$ cat config.mk
export PLATFORM = sky130hd
export DESIGN_NAME = mc_irq_unit
export DESIGN_NICKNAME = d
export VERILOG_FILES = /design/src/rtl/mc_irq_pkg.sv /design/src/rtl/mc_irq_rst_sync.sv /design/src/rtl/mc_irq_flags.sv /design/src/rtl/mc_irq_regport.sv /design/src/rtl/mc_irq_combine.sv /design/src/rtl/mc_irq_unit.sv
export SDC_FILE = /design/constraint.sdc
export NUM_CORES = 1
export LEC_CHECK = 0
export ABC_AREA = 1
export BUFFER_PORTS_ARGS = -buffer_cell sky130_fd_sc_hd__buf_2
export CAP_MARGIN = 40
export CORE_ASPECT_RATIO = 1.1
export CORE_MARGIN = 4
export CORE_UTILIZATION = 51
export CTS_CLUSTER_DIAMETER = 60
export DETAILED_ROUTE_END_ITERATION = 10
export MAX_ROUTING_LAYER = met4
export PLACE_DENSITY = 0.9
export RECOVER_POWER = 50
export SYNTH_ARGS = -nofsm -noshare
export SYNTH_HDL_FRONTEND = slang
export SYNTH_SLANG_ARGS = --single-unit
export TNS_END_PERCENT = 20
$ cat constraint.sdc
create_clock -name clk -period 1.25 [get_ports clk]
set_clock_uncertainty 0.15 [all_clocks]
set_input_delay 0 -clock clk [delete_from_list [all_inputs] [get_ports clk]]
set_output_delay 0 -clock clk [all_outputs]
set_load 0.005 [all_outputs]
$ cat src/rtl/mc_irq_pkg.sv
package mc_irq_pkg;
  localparam int NUM_EVT = 6;
  localparam int STAT_W  = NUM_EVT + 1;
  localparam int ADDR_W  = 2;
  localparam int IDX_OOR_ONE   = 0;
  localparam int IDX_OOR_MANY  = 1;
  localparam int IDX_SUMMARY   = NUM_EVT;

  typedef enum logic [ADDR_W-1:0] {
    ADR_MASK   = 2'd0,
    ADR_ACK    = 2'd1,
    ADR_STATUS = 2'd2,
    ADR_SPARE  = 2'd3
  } reg_addr_e;
endpackage

$ cat src/rtl/mc_irq_rst_sync.sv
module mc_irq_rst_sync #(
  parameter int STAGES = 2
) (
  input  logic clk,
  input  logic rst_n,
  output logic rst_sync_n
);
  logic [STAGES-1:0] chain_q;
  logic [STAGES-1:0] chain_d;

  always_comb begin
    chain_d = {chain_q[STAGES-2:0], 1'b1};
  end

  always_ff @(posedge clk or negedge rst_n) begin
    if (!rst_n) chain_q <= '0;
    else        chain_q <= chain_d;
  end

  assign rst_sync_n = chain_q[STAGES-1];
endmodule

$ cat src/rtl/mc_irq_flags.sv
module mc_irq_flags
  import mc_irq_pkg::*;
(
  input  logic               clk,
  input  logic               rst_n,
  input  logic [NUM_EVT-1:0] evt_i,
  input  logic [NUM_EVT-1:0] ack_i,
  output logic [STAT_W-1:0]  status_o
);
  logic [NUM_EVT-1:0] flags_q;
  logic [NUM_EVT-1:0] flags_d;
  logic [NUM_EVT-1:0] set_vec;
  logic               flags_en;

  // Per-bit set sources; the repeated out-of-range flag has an extra source.
  for (genvar k = 0; k < NUM_EVT; k++) begin : g_set
    if (k == IDX_OOR_MANY) begin : g_many
      assign set_vec[k] = evt_i[k] | (evt_i[IDX_OOR_ONE] & flags_q[IDX_OOR_ONE]);
    end else begin : g_plain
      assign set_vec[k] = evt_i[k];
    end
  end

  always_comb begin
    flags_en = (|set_vec) | (|ack_i);
    flags_d  = (flags_q & ~ack_i) | set_vec;
  end

  always_ff @(posedge clk or negedge rst_n) begin
    if (!rst_n)        flags_q <= '0;
    else if (flags_en) flags_q <= flags_d;
  end

  assign status_o = {|flags_q, flags_q};

  localparam logic [NUM_EVT-1:0] PLAIN_MASK = ~(NUM_EVT'(1) << IDX_OOR_MANY);

  AST_EVT_SETS: assert property (@(posedge clk) disable iff (!rst_n)
    (|evt_i) |=> ((status_o[NUM_EVT-1:0] & $past(evt_i)) == $past(evt_i)))
    else $error("event did not set its flag");

  AST_STICKY: assert property (@(posedge clk) disable iff (!rst_n)
    (ack_i == '0) |=> ((status_o[NUM_EVT-1:0] & $past(status_o[NUM_EVT-1:0])) == $past(status_o[NUM_EVT-1:0])))
    else $error("flag dropped without acknowledge");

  AST_ACK_CLEARS: assert property (@(posedge clk) disable iff (!rst_n)
    (|(ack_i & ~evt_i & PLAIN_MASK)) |=> ((status_o[NUM_EVT-1:0] & $past(ack_i & ~evt_i & PLAIN_MASK)) == '0))
    else $error("acknowledged flag not cleared");

  AST_REPEAT_OOR: assert property (@(posedge clk) disable iff (!rst_n)
    (evt_i[IDX_OOR_ONE] && status_o[IDX_OOR_ONE]) |=> status_o[IDX_OOR_MANY])
    else $error("repeat out-of-range missed");
endmodule

$ cat src/rtl/mc_irq_regport.sv
module mc_irq_regport
  import mc_irq_pkg::*;
(
  input  logic               clk,
  input  logic               rst_n,
  input  logic               sel_i,
  input  logic               wr_i,
  input  logic [ADDR_W-1:0]  addr_i,
  input  logic [STAT_W-1:0]  wdata_i,
  input  logic [STAT_W-1:0]  status_i,
  output logic [STAT_W-1:0]  rdata_o,
  output logic [STAT_W-1:0]  mask_o,
  output logic [NUM_EVT-1:0] ack_o
);
  logic [STAT_W-1:0] mask_q;
  logic [STAT_W-1:0] mask_d;
  logic              mask_en;
  logic              wr_acc;
  logic              rd_acc;

  always_comb begin
    wr_acc  = sel_i & wr_i;
    rd_acc  = sel_i & ~wr_i;
    mask_en = wr_acc & (addr_i == ADR_MASK);
    mask_d  = wdata_i;
    ack_o   = (wr_acc && addr_i == ADR_ACK) ? wdata_i[NUM_EVT-1:0] : '0;
  end

  always_ff @(posedge clk or negedge rst_n) begin
    if (!rst_n)       mask_q <= '0;
    else if (mask_en) mask_q <= mask_d;
  end

  always_comb begin
    rdata_o = '0;
    if (rd_acc) begin
      unique case (reg_addr_e'(addr_i))
        ADR_MASK:   rdata_o = mask_q;
        ADR_STATUS: rdata_o = status_i;
        ADR_ACK:    rdata_o = '0;
        ADR_SPARE:  rdata_o = '0;
      endcase
    end
  end

  assign mask_o = mask_q;

  AST_ACK_READS_ZERO: assert property (@(posedge clk) disable iff (!rst_n)
    (rd_acc && addr_i == ADR_ACK) |-> (rdata_o == '0))
    else $error("acknowledge read not zero");

  AST_MASK_HOLD: assert property (@(posedge clk) disable iff (!rst_n)
    !(wr_acc && addr_i == ADR_MASK) |=> $stable(mask_o))
    else $error("mask changed without write");
endmodule

$ cat src/rtl/mc_irq_combine.sv
module mc_irq_combine
  import mc_irq_pkg::*;
(
  input  logic              clk,
  input  logic              rst_n,
  input  logic [STAT_W-1:0] status_i,
  input  logic [STAT_W-1:0] mask_i,
  output logic              irq_o
);
  logic [STAT_W-1:0] live;

  always_comb begin
    live  = status_i & ~mask_i;
    irq_o = |live;
  end

  AST_IRQ_NEEDS_EVENT: assert property (@(posedge clk) disable iff (!rst_n)
    (status_i[NUM_EVT-1:0] == '0) |-> !irq_o)
    else $error("irq without event");

  AST_SUMMARY_UNMASKED: assert property (@(posedge clk) disable iff (!rst_n)
    (!mask_i[IDX_SUMMARY] && (|status_i[NUM_EVT-1:0])) |-> irq_o)
    else $error("summary bit failed to raise irq");

  AST_SUMMARY_OR: assert property (@(posedge clk) disable iff (!rst_n)
    status_i[IDX_SUMMARY] == (|status_i[NUM_EVT-1:0]))
    else $error("summary bit mismatch");
endmodule

$ cat src/rtl/mc_irq_unit.sv
module mc_irq_unit
  import mc_irq_pkg::*;
(
  input  logic               clk,
  input  logic               rst_n,
  input  logic [NUM_EVT-1:0] evt_i,
  input  logic               reg_sel_i,
  input  logic               reg_wr_i,
  input  logic [ADDR_W-1:0]  reg_addr_i,
  input  logic [STAT_W-1:0]  reg_wdata_i,
  output logic [STAT_W-1:0]  reg_rdata_o,
  output logic               irq_o
);
  logic               rst_sync_n;
  logic [STAT_W-1:0]  status;
  logic [STAT_W-1:0]  mask;
  logic [NUM_EVT-1:0] ack;

  mc_irq_rst_sync #(.STAGES(2)) u_rst (
    .clk(clk), .rst_n(rst_n), .rst_sync_n(rst_sync_n)
  );

  mc_irq_flags u_flags (
    .clk(clk), .rst_n(rst_sync_n), .evt_i(evt_i), .ack_i(ack), .status_o(status)
  );

  mc_irq_regport u_regs (
    .clk(clk), .rst_n(rst_sync_n), .sel_i(reg_sel_i), .wr_i(reg_wr_i),
    .addr_i(reg_addr_i), .wdata_i(reg_wdata_i), .status_i(status),
    .rdata_o(reg_rdata_o), .mask_o(mask), .ack_o(ack)
  );

  mc_irq_combine u_comb (
    .clk(clk), .rst_n(rst_sync_n), .status_i(status), .mask_i(mask), .irq_o(irq_o)
  );
endmodule

==> results.txt <==
post-synthesis cell type count: 15
clock slew at reported path FFs: 0.09 ns
Max Cap Viol: 0
commonest non-fill, non-tap cell in the layout: nand2_1
I/O Buffers: 26
warnings from Yosys: 0
Initial Utilization: 0.557
Synth Instances: 104
DPL Wire Length: 1350 um
Worst Path Class, Setup: register to output pin
violated checks: negative setup slack
CP endpoint kind: output pin
vias in the first global route: 843
GRT Total Usage: 0.218
Peak supply drop: 0.775 mV
H-tree levels: 1
sequential area share after synthesis: 0.475
minimum clock period: 1.41 ns
1st-iter DRT viols: 47
TNS Setup: -0.452 ns
initial antenna violation count: 0
GR Util met3: 0.0295
Critical Path Source Type: register
num rows: 14
FF+latch count, synth: 15
HP Class: input pin to register
Avg Inst Size Synth: 7.60 um2
area grow syn2layout: 45.6%
PwrDens: 941 nW/um2
slew of the pin with the lowest slew margin: 0.556 ns
root buf cell: clkbuf_4
Post-layout nets: 173
largest net degree at the start of global routing: 15
most frequent cells in the layout: 30 x nand2_1, 26 x buf_2, 21 x inv_1
final setup fails: 4
GRT Max-Usage Layer: met2
vias per std cell: 5.18
number of hold violations in the final report: 0
vias: 876
layout cells sized above 1: 0.301
post-DR wirelength/cell: 13.9 um
Crit path required time: 1.10 ns
GR met2 Demand/Resource: 0.344
first-pass GRT wire length: 3550 um
Max Buffers Root-to-Sink: 2
Total Routed Length: 2350 um
unrepaired setup endpoints after global routing: yes
Rel. slew slack: 0.629
DRC: 0
ANT nets after route: 0
CTS tree: yes
hold_ws: 0.0692 ns
IO Count: 27
CORE AREA: 1420 um2
Tcrit/Tclk final: 1.13
Die H: 49.3 um
M1 GR Usage: 0.263
Synth Cell Area: 791 um2
final worst slack: -0.163 ns
Skew-Pair Late Insertion Delay: 0.28 ns
clk sinks: 15
ant diodes: 0
area of the die: 2250 um2
Static Leak: 0.610 nW
total CTS buffers: 3
CP max FO: 3
Slew Limit Fails: 0
gr ovfl total: 0
status: finished with violations
Chip Width: 45.5 um
Fillers: 94
TritonRoute pass-1 iters: 4
RD Place Congestion: 0.805
total power: 1.08 mW
Synth Net Count: 123
Max Fclk: 708 MHz
arrival time worst endpoint: 1.26 ns
flip-flops by register name, summed over array words and instances (netlist names):
name / cells
u_rst.chain_q: 2
u_regs.mask_o: 7
u_flags.flags_q: 6
layer usage:
metal | routed length [um] | vias to the layer above
met5 | 0 | -
li1 | - | 419
met1 | 941 | 398
met4 | 40 | 0
met3 | 180 | 4
met2 | 1190 | 55
layout make-up:
class | count | area, um2 | area share
multi-input cells | 67 | 329 | 0.286
clock buffers | 4 | 26.3 | 0.0228
flip-flops and latches | 15 | 375 | 0.326
repair buffers | 46 | 322 | 0.279
well taps | 16 | 20.0 | 0.0174
inverters | 21 | 78.8 | 0.0685
where the power goes:
group	internal [mW]	switching, mW	leakage [nW]
clock network	0.124	0.164	0.0150
registers	0.534	0.0480	0.163
logic	0.106	0.106	0.432
metrics by stage:
step | instance area, um2 | util | cells | setup slack [ns]
floorplan | 791 | - | 104 | 0.350
global placement | 937 | 0.660 | 146 | 0.197
detailed placement | 937 | 0.660 | 146 | 0.187
CTS | 1140 | 0.801 | 168 | -0.104
global route | 1150 | 0.811 | 169 | -0.240
finish | 1150 | 0.811 | 169 | -0.163
worst max-delay path, stage by stage (launching register included):
cell and delay (ns):
dfrtp_1 0.44, nor2_2 0.15, nand3_2 0.10, a21oi_2 0.12, nand2_1 0.05, buf_2 0.12
cells by family (layout without fill, tap and decap cells):
logic type | Yosys count | count (layout) | share of synthesized area
flip-flops | 15 | 15 | 0.475
AO/OA/AOI/OAI | 25 | 25 | 0.193
buffers and inverters | 22 | 71 | 0.114
AND/OR/NAND/NOR | 41 | 41 | 0.214
other | 1 | 1 | 0.00474
cell usage after synthesis:
cell type	n	area [um2]
nand2_1	31	116
inv_1	21	78.8
dfrtp_1	15	375
a21oi_1	9	45.0
o21ai_0	8	40.0
o21ai_2	6	52.6
nor2_1	5	18.8
nand3_1	2	10.0
a21oi_2	1	8.76
buf_6	1	11.3
conb_1	1	3.75
nand2_2	1	6.26
nor2_2	1	6.26
nor2_4	1	11.3
o22ai_1	1	6.26
what timing repair did:
item | in CTS | in global routing
hold endpoints to repair | 15 | 0
hold buffers | 15 | 0
endpoints found under the setup margin | 2 | 7
setup buffers | 3 | 1
resized for setup | 0 | 10
pin swaps | 0 | 2
final timing paths:
path                                      endpoint                from  depth (start not counted)  slack [ns]
worst max register to register  u_flags.flags_q[1]  u_flags.flags_q[0]                          3        0.16
worst min-delay path              u_regs.mask_o[6]       reg_addr_i[1]                          4        0.07
min in group asynchronous         u_regs.mask_o[6]    u_rst.chain_q[1]                          0        0.08
max in group asynchronous         u_rst.chain_q[1]               rst_n                          3        0.42
worst min register to register    u_regs.mask_o[6]    u_rst.chain_q[1]                          0        0.08
worst max-delay path                         irq_o  u_flags.flags_q[2]                          5       -0.16
Power figures use the tool's default switching activity.
